`src/rtl/mmap_pkg.sv`:
```
package mmap_pkg;

    localparam int ADDR_W      = 16;
    localparam int DATA_W      = 8;
    localparam int ROM_BANK_W  = 7;
    localparam int RAM_BANK_W  = 2;
    localparam int ROM_OFS_W   = 14;
    localparam int RAM_OFS_W   = 13;
    localparam int WRAM_OFS_W  = 12;
    localparam int BOOT_W      = 12;
    localparam int HRAM_W      = 7;
    localparam int IO_W        = 8;
    localparam int ROM_ADDR_W  = ROM_BANK_W + ROM_OFS_W;
    localparam int XRAM_ADDR_W = RAM_BANK_W + RAM_OFS_W;

    localparam logic [DATA_W-1:0] RAM_KEY      = 8'h0A;
    localparam logic [DATA_W-1:0] XRAM_OFF_VAL = 8'hFF;
    localparam logic [DATA_W-1:0] UNMAPPED_VAL = 8'h00;

    typedef enum logic [3:0] {
        RG_NONE  = 4'd0,
        RG_BOOT  = 4'd1,
        RG_ROM0  = 4'd2,
        RG_ROMX  = 4'd3,
        RG_XRAM  = 4'd4,
        RG_WRAM0 = 4'd5,
        RG_WRAM1 = 4'd6,
        RG_VIDEO = 4'd7,
        RG_IO    = 4'd8,
        RG_HRAM  = 4'd9,
        RG_IE    = 4'd10
    } region_e;

    typedef enum logic [1:0] {
        CMD_NONE    = 2'd0,
        CMD_RAM_EN  = 2'd1,
        CMD_ROMBANK = 2'd2,
        CMD_RAMBANK = 2'd3
    } cmd_e;

    typedef struct packed {
        logic [ROM_BANK_W-1:0] rom_bank;
        logic [RAM_BANK_W-1:0] ram_bank;
        logic                  ram_en;
        logic                  boot_on;
        logic [DATA_W-1:0]     ie;
    } ctrl_t;

    function automatic region_e decode_region(input logic [ADDR_W-1:0] a,
                                              input logic boot_on);
        region_e r;
        if (boot_on && (a < 16'h0100 || (a >= 16'h0200 && a < 16'h0900)))
            r = RG_BOOT;
        else if (a < 16'h4000)                   r = RG_ROM0;
        else if (a < 16'h8000)                   r = RG_ROMX;
        else if (a < 16'hA000)                   r = RG_VIDEO;
        else if (a < 16'hC000)                   r = RG_XRAM;
        else if (a < 16'hD000)                   r = RG_WRAM0;
        else if (a < 16'hE000)                   r = RG_WRAM1;
        else if (a >= 16'hFE00 && a < 16'hFEA0)  r = RG_VIDEO;
        else if (a >= 16'hFF00 && a < 16'hFF80)  r = RG_IO;
        else if (a >= 16'hFF80 && a < 16'hFFFF)  r = RG_HRAM;
        else if (a == 16'hFFFF)                  r = RG_IE;
        else                                     r = RG_NONE;
        return r;
    endfunction

    function automatic cmd_e decode_cmd(input logic [ADDR_W-1:0] a);
        unique case (a[15:13])
            3'b000:  return CMD_RAM_EN;
            3'b001:  return CMD_ROMBANK;
            3'b010:  return CMD_RAMBANK;
            default: return CMD_NONE;
        endcase
    endfunction

    function automatic logic [ROM_BANK_W-1:0] remap_bank(input logic [DATA_W-1:0] d);
        logic [ROM_BANK_W-1:0] m;
        m = d[ROM_BANK_W-1:0];
        return (m == '0) ? ROM_BANK_W'(1) : m;
    endfunction

    function automatic logic is_store_region(input region_e r);
        return (r == RG_WRAM0) || (r == RG_WRAM1) || (r == RG_VIDEO) ||
               (r == RG_IO)    || (r == RG_HRAM);
    endfunction

endpackage

```
`src/rtl/mmap_region_decode.sv`:
```
module mmap_region_decode
    import mmap_pkg::*;
(
    input  logic [ADDR_W-1:0] addr,
    input  logic              boot_on,
    output region_e           region,
    output cmd_e              cmd
);
    always_comb begin
        region = decode_region(addr, boot_on);
        cmd    = decode_cmd(addr);
    end
endmodule

```
`src/rtl/mmap_bank_ctrl.sv`:
```
module mmap_bank_ctrl
    import mmap_pkg::*;
(
    input  logic              clk,
    input  logic              rst,
    input  logic              bus_wr,
    input  logic [DATA_W-1:0] bus_wdata,
    input  logic              boot_done,
    input  cmd_e              cmd,
    input  region_e           region,
    output ctrl_t             ctrl
);
    ctrl_t ctrl_q;

    always_ff @(posedge clk) begin
        if (rst) begin
            ctrl_q.rom_bank <= ROM_BANK_W'(1);
            ctrl_q.ram_bank <= '0;
            ctrl_q.ram_en   <= 1'b0;
            ctrl_q.boot_on  <= 1'b1;
            ctrl_q.ie       <= '0;
        end else begin
            if (boot_done)
                ctrl_q.boot_on <= 1'b0;
            if (bus_wr) begin
                unique case (cmd)
                    CMD_RAM_EN:  ctrl_q.ram_en   <= (bus_wdata == RAM_KEY);
                    CMD_ROMBANK: ctrl_q.rom_bank <= remap_bank(bus_wdata);
                    CMD_RAMBANK: ctrl_q.ram_bank <= bus_wdata[RAM_BANK_W-1:0];
                    default: ;
                endcase
                if (region == RG_IE)
                    ctrl_q.ie <= bus_wdata;
            end
        end
    end

    assign ctrl = ctrl_q;
endmodule

```
`src/rtl/mmap_xlate.sv`:
```
module mmap_xlate
    import mmap_pkg::*;
(
    input  logic [ADDR_W-1:0]      addr,
    input  logic                   bus_wr,
    input  region_e                region,
    input  ctrl_t                  ctrl,
    input  logic [DATA_W-1:0]      mem_rdata,
    output logic [DATA_W-1:0]      bus_rdata,
    output logic                   store_we,
    output logic [BOOT_W-1:0]      boot_addr,
    output logic [ROM_ADDR_W-1:0]  rom_addr,
    output logic [XRAM_ADDR_W-1:0] xram_addr,
    output logic [WRAM_OFS_W-1:0]  wram_addr,
    output logic [ADDR_W-1:0]      vid_addr,
    output logic [IO_W-1:0]        io_idx,
    output logic [HRAM_W-1:0]      hram_addr
);
    logic [ROM_BANK_W-1:0] eff_bank;

    always_comb begin
        eff_bank  = (region == RG_ROMX) ? ctrl.rom_bank : '0;
        rom_addr  = {eff_bank, addr[ROM_OFS_W-1:0]};
        xram_addr = {ctrl.ram_bank, addr[RAM_OFS_W-1:0]};
        boot_addr = addr[BOOT_W-1:0];
        wram_addr = addr[WRAM_OFS_W-1:0];
        vid_addr  = {1'b0, addr[ADDR_W-2:0]};
        io_idx    = addr[IO_W-1:0];
        hram_addr = addr[HRAM_W-1:0];
    end

    always_comb begin
        unique case (region)
            RG_NONE: bus_rdata = UNMAPPED_VAL;
            RG_XRAM: bus_rdata = ctrl.ram_en ? mem_rdata : XRAM_OFF_VAL;
            RG_IE:   bus_rdata = ctrl.ie;
            default: bus_rdata = mem_rdata;
        endcase
    end

    always_comb begin
        store_we = bus_wr &&
                   (is_store_region(region) || (region == RG_XRAM && ctrl.ram_en));
    end
endmodule

```
`src/rtl/mmap_bank_decoder.sv`:
```
module mmap_bank_decoder
    import mmap_pkg::*;
(
    input  logic        clk,
    input  logic        rst,
    input  logic [15:0] bus_addr,
    input  logic [7:0]  bus_wdata,
    input  logic        bus_wr,
    input  logic        boot_done,
    input  logic [7:0]  mem_rdata,
    output logic [7:0]  bus_rdata,
    output logic [3:0]  region,
    output logic        store_we,
    output logic [11:0] boot_addr,
    output logic [20:0] rom_addr,
    output logic [14:0] xram_addr,
    output logic [11:0] wram_addr,
    output logic [15:0] vid_addr,
    output logic [7:0]  io_idx,
    output logic [6:0]  hram_addr
);
    region_e region_w;
    cmd_e    cmd_w;
    ctrl_t   ctrl_w;

    logic [ROM_BANK_W-1:0] rom_bank;
    logic [RAM_BANK_W-1:0] ram_bank;
    logic                  ram_en;
    logic                  boot_on;

    assign rom_bank = ctrl_w.rom_bank;
    assign ram_bank = ctrl_w.ram_bank;
    assign ram_en   = ctrl_w.ram_en;
    assign boot_on  = ctrl_w.boot_on;
    assign region   = region_w;

    mmap_region_decode u_dec (
        .addr    (bus_addr),
        .boot_on (boot_on),
        .region  (region_w),
        .cmd     (cmd_w)
    );

    mmap_bank_ctrl u_ctrl (
        .clk       (clk),
        .rst       (rst),
        .bus_wr    (bus_wr),
        .bus_wdata (bus_wdata),
        .boot_done (boot_done),
        .cmd       (cmd_w),
        .region    (region_w),
        .ctrl      (ctrl_w)
    );

    mmap_xlate u_xlate (
        .addr      (bus_addr),
        .bus_wr    (bus_wr),
        .region    (region_w),
        .ctrl      (ctrl_w),
        .mem_rdata (mem_rdata),
        .bus_rdata (bus_rdata),
        .store_we  (store_we),
        .boot_addr (boot_addr),
        .rom_addr  (rom_addr),
        .xram_addr (xram_addr),
        .wram_addr (wram_addr),
        .vid_addr  (vid_addr),
        .io_idx    (io_idx),
        .hram_addr (hram_addr)
    );
endmodule

```
`config.mk`:
```
export PLATFORM = sky130hd
export DESIGN_NAME = mmap_bank_decoder
export DESIGN_NICKNAME = d
export VERILOG_FILES = /design/src/rtl/mmap_pkg.sv /design/src/rtl/mmap_region_decode.sv /design/src/rtl/mmap_bank_ctrl.sv /design/src/rtl/mmap_xlate.sv /design/src/rtl/mmap_bank_decoder.sv
export SDC_FILE = /design/constraint.sdc
export NUM_CORES = 1
export LEC_CHECK = 0
export BUFFER_PORTS_ARGS = -buffer_cell sky130_fd_sc_hd__buf_2
export CAP_MARGIN = 40
export CORE_UTILIZATION = 30
export CTS_BUF_LIST = sky130_fd_sc_hd__clkbuf_2 sky130_fd_sc_hd__clkbuf_4 sky130_fd_sc_hd__clkbuf_8
export CTS_CLUSTER_DIAMETER = 30
export DETAILED_ROUTE_END_ITERATION = 10
export PLACE_DENSITY_LB_ADDON = 0.25
export SLEW_MARGIN = 40
export SYNTH_ARGS = -nofsm -noshare
export SYNTH_HDL_FRONTEND = slang
export SYNTH_SLANG_ARGS = --single-unit
```
`constraint.sdc`:
```
create_clock -name clk -period 2.8 [get_ports clk]
set_input_delay 0.56 -clock clk [delete_from_list [all_inputs] [get_ports clk]]
set_output_delay 0.56 -clock clk [all_outputs]
set_load 0.005 [all_outputs]
```
# Yosys cells after proc, flatten, opt, wreduce, memory -nomap -nowiden
# Index checks and enable logic that the tools add are counted.
# totals
wordCells	71
output_inout_bits	104
reg_bits	19
# classes
reduce_logical	20
eq_ne	15
magnitude_cmp	15
n_mux	16
# op_table
cell	n
less-than comparator 16 bit (second input constant)	8
>= comparator 16 bit (second input constant)	3
2-to-1 mux 4 bit	11
one-hot mux 8 bit (3 select lines)	1
== test 16 bit (second input constant)	1
== test 4 x 3 -> 1 bit (second input constant)	4
>= comparator 16 x 10 -> 1 bit (second input constant)	1
less-than comparator 16 x 12 -> 1 bit (second input constant)	1
less-than comparator 16 x 15 -> 1 bit (second input constant)	1
less-than comparator 16 x 9 -> 1 bit (second input constant)	1
2-to-1 mux 7 bit	2
== test 4 bit (second input constant)	3
== test 8 x 4 -> 1 bit (second input constant)	1
2-to-1 mux 8 bit	1
AND reduction 2 bit	4
logical AND 1 bit	7
logical NOT 7 bit	1
logical OR 1 bit	6
one-hot mux 2 bit (3 select lines)	1
== test 2 bit (second input constant)	2
== test 4 x 2 -> 1 bit (second input constant)	1
logical NOT 4 bit	1
== test 3 x 1 -> 1 bit (second input constant)	1
== test 3 x 2 -> 1 bit (second input constant)	1
other kinds (2)	2

# Depth between registers and ports, before layout
# Gate-level depths: netlist of run 1.
# depth
word_depth	19
ltp_mapped	6
depth_no_buf	4

# Cells and area by module
# A second synthesis of run 1 with hierarchy kept.
# hier_totals
hier_cells	242
area_unflattened_um2	1944.4
# modules_own_cells
module	instances	cells_per_inst	area_per_inst_um2
mmap_xlate	1	128	895.9
mmap_bank_ctrl	1	80	823.3
mmap_region_decode	1	34	225.2

# Least setup slack after synthesis of run 1
# No wires, ideal clock.
# synth_path
path_kind	input-to-output
from	in bus_addr[15]
to	out bus_rdata[0]
arrival_time_ns	1.778
path_stages	5
n_path_buf	2
t_required_ns	2.240
path_slack_ns	0.462
cell_sequence	buf_2 inv_1 or4_4 buf_6 a221o_1
# synth_between
elab_chain_len	14
word_cells_on_any_way	37
# synth_lines
item	line	rtl
start, declared	mmap_bank_decoder.sv:6	input logic [15:0] bus_addr,
>= comparator 16 bit, or another cell as far along	mmap_pkg.sv:62	else if (a >= 16'hFF80 && a < 16'hFFFF) r = RG_HRAM;
logical AND 1 bit / 2-to-1 mux 4 bit (equally long branches)	mmap_pkg.sv:62, mmap_pkg.sv:63	
2-to-1 mux 4 bit	mmap_pkg.sv:62	
2-to-1 mux 4 bit	mmap_pkg.sv:61	else if (a >= 16'hFF00 && a < 16'hFF80) r = RG_IO;
2-to-1 mux 4 bit	mmap_pkg.sv:60	else if (a >= 16'hFE00 && a < 16'hFEA0) r = RG_VIDEO;
2-to-1 mux 4 bit	mmap_pkg.sv:59	else if (a < 16'hE000) r = RG_WRAM1;
2-to-1 mux 4 bit	mmap_pkg.sv:58	else if (a < 16'hD000) r = RG_WRAM0;
2-to-1 mux 4 bit	mmap_pkg.sv:57	else if (a < 16'hC000) r = RG_XRAM;
2-to-1 mux 4 bit	mmap_pkg.sv:56	else if (a < 16'hA000) r = RG_VIDEO;
2-to-1 mux 4 bit	mmap_pkg.sv:55	else if (a < 16'h8000) r = RG_ROMX;
2-to-1 mux 4 bit	mmap_pkg.sv:54	else if (a < 16'h4000) r = RG_ROM0;
2-to-1 mux 4 bit (*)	mmap_pkg.sv:52	if (boot_on && (a < 16'h0100 || (a >= 16'h0200 && a < 16'h0900)))
== test 4 bit, or another cell as far along	mmap_xlate.sv:33	unique case (region)
one-hot mux 8 bit (3 select lines) (*)	mmap_xlate.sv:33	
end, declared	mmap_bank_decoder.sv:11	output logic [7:0] bus_rdata,
# Every way passes the cells marked *; elsewhere a longest branch is shown, timed or not.

# Worst setup path after layout of run 1
# layout_path
from	in bus_addr[7]
to	out bus_rdata[3]
# Same word-level chain as after synthesis.

==> results of run 1 <==
cell usage in the layout, fill, tap and decap left out:
| cell | netlist | final |
|---|---|---|
| clkbuf_8 | 0 | 3 |
| and2_1 | 7 | 7 |
| nand4_1 | 4 | 4 |
| conb_1 | 1 | 1 |
| nor4bb_1 | 1 | 1 |
| and4_1 | 2 | 2 |
| a221o_1 | 8 | 8 |
| a21bo_2 | 1 | 1 |
| nor4_4 | 1 | 1 |
| a22oi_1 | 1 | 1 |
| buf_4 | 85 | 3 |
| nor3_1 | 3 | 3 |
| or4_4 | 1 | 1 |
| dfxtp_1 | 19 | 19 |
| a211o_1 | 1 | 1 |
| o21ai_0 | 3 | 3 |
| nand2b_1 | 1 | 1 |
| mux2i_1 | 3 | 3 |
| or4_1 | 1 | 1 |
| a21oi_1 | 19 | 19 |
| inv_1 | 4 | 4 |
| o21a_4 | 1 | 1 |
| nor2_1 | 7 | 7 |
| and3_1 | 1 | 1 |
| buf_2 | 4 | 138 |
| a211oi_1 | 3 | 3 |
| o21ai_1 | 8 | 8 |
| clkbuf_4 | 0 | 1 |
| a21o_1 | 1 | 1 |
| a21boi_0 | 1 | 1 |
| nand3_1 | 9 | 9 |
| nand4b_1 | 1 | 1 |
| nand4_4 | 1 | 1 |
| nor2b_1 | 2 | 2 |
| nand4_2 | 1 | 1 |
| o41ai_1 | 1 | 1 |
| nand2_1 | 15 | 15 |
| nor3b_1 | 2 | 2 |
| nor4_1 | 3 | 3 |
cell families (layout without fill, tap and decap cells):
logic type | Yosys count | after routing | share of synthesized area (%)
buffers and inverters | 98 | 149 | 38.6
AND/OR/NAND/NOR | 63 | 63 | 21.0
AO/OA/AOI/OAI | 48 | 48 | 17.5
flip-flops | 19 | 19 | 21.0
multiplexers | 3 | 3 | 1.66
other | 1 | 1 | 0.207
report_power, final:
part | switching, uW | internal (uW) | leakage (uW)
clock | 85.3 | 111 | 0.0000262
combinational | 102 | 91.6 | 0.000792
sequential | 1.76 | 274 | 0.000154
metal layers:
layer	routed length, um	GRT usage (%)	share of wire, %	up-vias
met5	0	0	0	-
met4	46	4.73	1.0	0
met3	337	2.40	7.4	8
met2	2240	23.2	49	97
met1	1920	15.8	42	768
li1	-	-	-	825
through the flow:
stage,util (%),hold slack (ns)
6_report,34.9,0.451
5_1_grt,34.9,0.473
4_1_cts,34.9,0.452
3_5_place_dp,34.0,0.443
3_3_place_gp,34.0,0.435
2_1_floorplan,-,0.427
worst max-delay path: cells and delay by family:
family | cells | cell delay (ns)
AO/OA/AOI/OAI | 2 | 0.45
buffers and inverters | 2 | 0.31
AND/OR/NAND/NOR | 2 | 0.74
worst max-delay path by stage:
stage	startpoint	endpoint	slack, ns	depth (start not counted)
after floorplan	bus_addr[15]	bus_rdata[0]	0.46	5
after global placement	bus_addr[7]	bus_rdata[1]	0.19	6
after detailed placement	bus_addr[7]	bus_rdata[3]	0.16	6
after CTS	bus_addr[7]	bus_rdata[3]	0.16	6
after global routing	bus_addr[7]	bus_rdata[3]	0.11	6
final	bus_addr[7]	bus_rdata[3]	0.18	6
layout make-up:
class | count | area, um^2 | area share [%]
clock buffers | 4 | 48.8 | 2.47
repair buffers | 141 | 713 | 36.0
inverters | 4 | 15.0 | 0.759
flip-flops and latches | 19 | 380 | 19.2
multi-input cells | 115 | 732 | 37.0
well taps | 72 | 90.1 | 4.55
synthesized netlist by cell type, types with 2 or more instances:
cell type	count
buf_4	85
a21oi_1	19
dfxtp_1	19
nand2_1	15
nand3_1	9
a221o_1	8
o21ai_1	8
and2_1	7
nor2_1	7
buf_2	4
clkbuf_1	4
inv_1	4
nand4_1	4
a211oi_1	3
mux2i_1	3
nor3_1	3
nor4_1	3
o21ai_0	3
and4_1	2
nor2b_1	2
nor3b_1	2
==> metrics.md, run 1 <==
| Metric | Value |
|---|---|
| Sequential-to-total area share from yosys stat | `between 20% and 30%` |
| Clk Latency, worst-skew pair | `0.25 ns` |
| Hold Buf Count CTS | `0` |
| Total global-route track usage | `13.2%` |
| Endpoints failing setup | `0` |
| R2R depth | `1` |
| First-pass GRT wire length | `between 6 and 7 mm` |
| Initial DRC Count | `38` |
| Critical Path, Cell by Cell | `buf_2 -> and4_1 -> a211oi_1 -> or4_4 -> a221o_1 -> buf_2` |
| Distinct cells, synth | `39` |
| Status | `complete, no violations` |
| Max cap viols | `0` |
| Clock Pin Slew Worst Setup and Hold Paths | `0.07 ns` |
| DRC viols | `0` |
| Worst path max stage delay | `0.49 ns` |
| Share of post-route cells with drive strength above 1 | `between 50% and 60%` |
| Worst setup path class | `input port to output port` |
| Root buffer cell | `clkbuf_8` |
| Grt ovf | `0` |
| Pwr Total | `666 uW` |
| Power per Cell Area | `336 nW/um^2` |
| NumNets Final | `320` |
| Antenna-violating nets left | `0` |
| Hold Vio Cnt, Final | `0` |
| CP startpoint kind | `input port` |
| Synthesized instance count | `232` |
| Die Width | `79.7 um` |
| CTS tree | `yes` |
| Non-filler cells, final | `355` |
| Routed WL | `between 4 and 5 mm` |
| Synth top area cells | `buf_4 (35%), dfxtp_1 (21%), a21oi_1 (5.2%)` |
| Final Cell Area | `1980 um^2` |
| Synth warnings | `0` |
| R2r setup slk | `2.14 ns` |
| Post-synth EDFFs | `0` |
| Diode count | `0` |
| Fmax | `0.382 GHz` |
| Initial Util | `31.9%` |
| HP Start | `u_ctrl.ctrl[17]$_SDFFE_PP0P_` |
| FILL cells | `644` |
| Clk sink count | `19` |
| RR Endpoint | `u_ctrl.ctrl[12]$_SDFFE_PP1P_` |
| Mean Syn Cell Area | `slightly below 8 um^2` |
| Worst Path Required | `2.24 ns` |
| Die ar. | `6350 um^2` |
| Vias | `1698` |
| Initial antenna violation count | `0` |
| H-tree lvl count | `1` |
| I/O pins | `140` |
| Hold Crit Depth | `2` |
| Die Ht | `approximately 80 um` |
| FFs w/ async S/R, synth | `0%` |
| Vias per std cell | `4.78` |
| Fin worst setup slack | `0.181 ns` |
| Hold/Removal Path Class | `flip-flop to flip-flop` |
| Final Critical Period | `between 2 and 3 ns` |
| Core Area | `5680 um^2` |
| Yosys top cell area share | `35.2%` |
| Buffers added on ports | `roughly 140` |
| Longest Clk Path Bufs | `2` |
| DP Area | `1930 um^2` |
| Arrival @ worst endpoint | `2.06 ns` |
| WL/cell | `between 10 and 15 um` |
| Synth area leader | `buf_4` |
| Detailed Place HPWL | `3.61 mm` |
| Postcts setup bufs | `0` |
| CP endpoint kind | `output port` |
| Setup TNS | `0 ns` |
| Syn_nets | `~270` |
| Area Overhead vs Synth | `9.25%` |
| RSZ-0062 raised after global routing | `no` |
| Worst Hold End | `u_ctrl.ctrl[17]$_SDFFE_PP0P_` |
| GP Congestion | `0.820` |
| Pin count of the biggest net entering global routing | `20` |
| Fin. max-slew vios | `0` |
| Slowest-stage cell, CP | `or4_4` |
| DR pass1 iterations | `4` |
| Setup WS pre-CTS | `~0.16 ns` |
| CP Max Fanout | `10` |
| Final Skew | `0 ns` |
| CTS Buf Count | `3` |
| Seq cells post-synth | `19` |
| Fin crit share | `93.5%` |
| Standard-cell rows | `27` |
| Worst r2r src | `u_ctrl.ctrl[12]$_SDFFE_PP1P_` |
| Leakage | `0.000972 uW` |
| Synth Flop Type | `dfxtp_1` |
| Placed insts | `~350` |
| Post-CTS resize count | `0` |
| Most used cell along the critical path | `buf_2` |
| Peak supply drop | `roughly 0.20 mV` |
| Number of global-route vias before repair | `1389` |
| Synth Cell Area | `approximately 1800 um^2` |
| Max reg flops | `19` |
Note: power is estimated with default switching activity, not from simulation.
==> run 2: changes to the inputs <==
--- a/config.mk
+++ b/config.mk
@@ -5,12 +5,12 @@
 export SDC_FILE = /design/constraint.sdc
 export NUM_CORES = 1
 export LEC_CHECK = 0
-export BUFFER_PORTS_ARGS = -buffer_cell sky130_fd_sc_hd__buf_2
 export CAP_MARGIN = 40
 export CORE_UTILIZATION = 30
 export CTS_BUF_LIST = sky130_fd_sc_hd__clkbuf_2 sky130_fd_sc_hd__clkbuf_4 sky130_fd_sc_hd__clkbuf_8
 export CTS_CLUSTER_DIAMETER = 30
 export DETAILED_ROUTE_END_ITERATION = 10
+export DONT_BUFFER_PORTS = 1
 export PLACE_DENSITY_LB_ADDON = 0.25
 export SLEW_MARGIN = 40
 export SYNTH_ARGS = -nofsm -noshare
==> metrics.md, run 2 (synthesis results as in run 1) <==
| Metric | Value |
|---|---|
| Worst Path Required | `2.24 ns (about the same)` |
| Final Cell Area | `1290 um^2 (-35%)` |
| RSZ-0062 raised after global routing | `no` |
| DP Area | `1240 um^2 (-36%)` |
| Arrival @ worst endpoint | `1.75 ns (-0.31 ns)` |
| Die Ht | `79.7 um (unchanged)` |
| Slew margin rel. | `60.8%` |
| Hold Vio Cnt, Final | `0 (unchanged)` |
| Grt ovf | `0 (unchanged)` |
| Initial Util | `31.9% (unchanged)` |
| Vias per std cell | `5.50 (+15%)` |
| Power per Cell Area | `413 nW/um^2 (+23%)` |
| I/O pins | `140 (unchanged)` |
| Hold WS | `0.367 ns (-0.0843 ns)` |
| Max cap viols | `0 (unchanged)` |
| Longest Clk Path Bufs | `2 (unchanged)` |
| CTS Buf Count | `3 (unchanged)` |
| Worst setup path class | `input port to output port` |
| CP startpoint kind | `input port` |
| Fin. max-slew vios | `0 (unchanged)` |
| Number of global-route vias before repair | `1100 (-21%)` |
| Clk Latency, worst-skew pair | `0.25 ns (about the same)` |
| Pin count of the biggest net entering global routing | `20 (unchanged)` |
| WL/cell | `18.6 um (+45%)` |
| Total global-route track usage | `12.3% (-0.86 points)` |
| Area Overhead vs Synth | `-28.9%` |
| CP Max Fanout | `8 (-2)` |
| Antenna-violating nets left | `0 (unchanged)` |
| Vias | `1194 (-30%)` |
| Diode count | `0 (unchanged)` |
| Final Skew | `0 ns (unchanged)` |
| Die ar. | `6350 um^2 (unchanged)` |
| Initial antenna violation count | `0 (unchanged)` |
| Clk sink count | `19 (unchanged)` |
| Initial DRC Count | `42 (+11%)` |
| Core Area | `5680 um^2 (unchanged)` |
| Final Util | `22.7% (-12 points)` |
| DRC viols | `0 (unchanged)` |
| Fmax | `0.433 GHz (+13%)` |
| Root buffer cell | `clkbuf_8` |
| Routed WL | `4.05 mm (-11%)` |
| Final Critical Period | `2.31 ns (-0.311 ns)` |
| Share of post-route cells with drive strength above 1 | `8.97% (-44 points)` |
| Endpoints failing setup | `0 (unchanged)` |
| DR pass1 iterations | `4 (unchanged)` |
| Leakage | `0.000413 uW (-58%)` |
| Status | `complete, no violations` |
| FF+latch area | `380 um^2 (unchanged)` |
| NumNets Final | `182 (-43%)` |
| CTS tree | `yes` |
| Most frequent cells in the layout | `a21oi_1 (19), dfxtp_1 (19), nand2_1 (15)` |
| Standard-cell rows | `27 (unchanged)` |
| Peak supply drop | `0.245 mV (+20%)` |
| Clock Pin Slew Worst Setup and Hold Paths | `0.07 ns (about the same)` |
| Hold/Removal Path Class | `input port to flip-flop` |
| Hold Buf Count CTS | `0 (unchanged)` |
| Die Width | `79.7 um (unchanged)` |
| Postcts setup bufs | `0 (unchanged)` |
| CP endpoint kind | `output port` |
| FILL cells | `656 (+1.9%)` |
| Detailed Place HPWL | `3.13 mm (-13%)` |
| Slew @ Worst Pin | `slightly below 0.6 ns` |
| First-pass GRT wire length | `5.98 mm (-8.9%)` |
| Max reg flops | `19 (unchanged)` |
| H-tree lvl count | `1 (unchanged)` |
| Fin crit share | `82.4% (-11 points)` |
| Footprint of the multi-input gates | `732 um^2 (unchanged)` |
| Setup TNS | `0 ns (unchanged)` |
| Post-CTS resize count | `0 (unchanged)` |
| Pwr Total | `533 uW (-20%)` |
| GP Congestion | `0.707 (-14%)` |
| Buffers added on ports | `0 (-100%)` |
## run 2: cell count changes in the layout (fill, tap and decap cells not counted), sizes merged
cell  delta
buf    -138
## run 2: power breakdown
group | total [uW] | switching [uW] | internal [uW] | leakage [uW]
Clock | 199 | 88.1 | 111 | 0.0000262
Combinational | 57.8 | 30.2 | 27.7 | 0.000233
Sequential | 276 | 1.84 | 274 | 0.000154
Total | 533 | 120 | 412 | 0.000413
## run 2: final cells by class
type | count | area share, %
inverters | 4 | 1.17
flip-flops and latches | 19 | 29.5
repair buffers | 3 | 1.75
well taps | 72 | 6.99
clock buffers | 4 | 3.79
multi-input cells | 115 | 56.8
## run 2: per-layer routing
layer | wire (um) | part of all wire, % | up-vias | GRT usage [%]
li1 | - | - | 550 | -
met1 | 1590 | 39 | 563 | 14.9
met2 | 1950 | 48 | 77 | 20.4
met3 | 479 | 12 | 4 | 4.57
met4 | 26 | 0.64 | 0 | 3.27
met5 | 0 | 0 | - | 0
## run 2: worst max-delay path: stages
cell and delay, ns:
nand4_4 0.14, nor3_1 0.06, or4_4 0.59, a221o_1 0.40
## run 2: final timing paths
path	slack, ns	from	endpoint	cells after the start
worst max-delay path	0.49	bus_addr[12]	bus_rdata[4]	4
worst min register to register	0.45	u_ctrl.ctrl[16]$_SDFFE_PP0P_	u_ctrl.ctrl[16]$_SDFFE_PP0P_	2
worst min-delay path	0.37	rst	u_ctrl.ctrl[9]$_SDFFE_PP0P_	1
worst max register to register	2.13	u_ctrl.ctrl[12]$_SDFFE_PP1P_	u_ctrl.ctrl[12]$_SDFFE_PP1P_	1
## run 2: stage by stage
step	cells	setup WS (ns)
6_report	217	0.492
2_1_floorplan	232	0.462
4_1_cts	217	0.469
3_3_place_gp	213	0.477
5_1_grt	217	0.424
3_5_place_dp	213	0.463
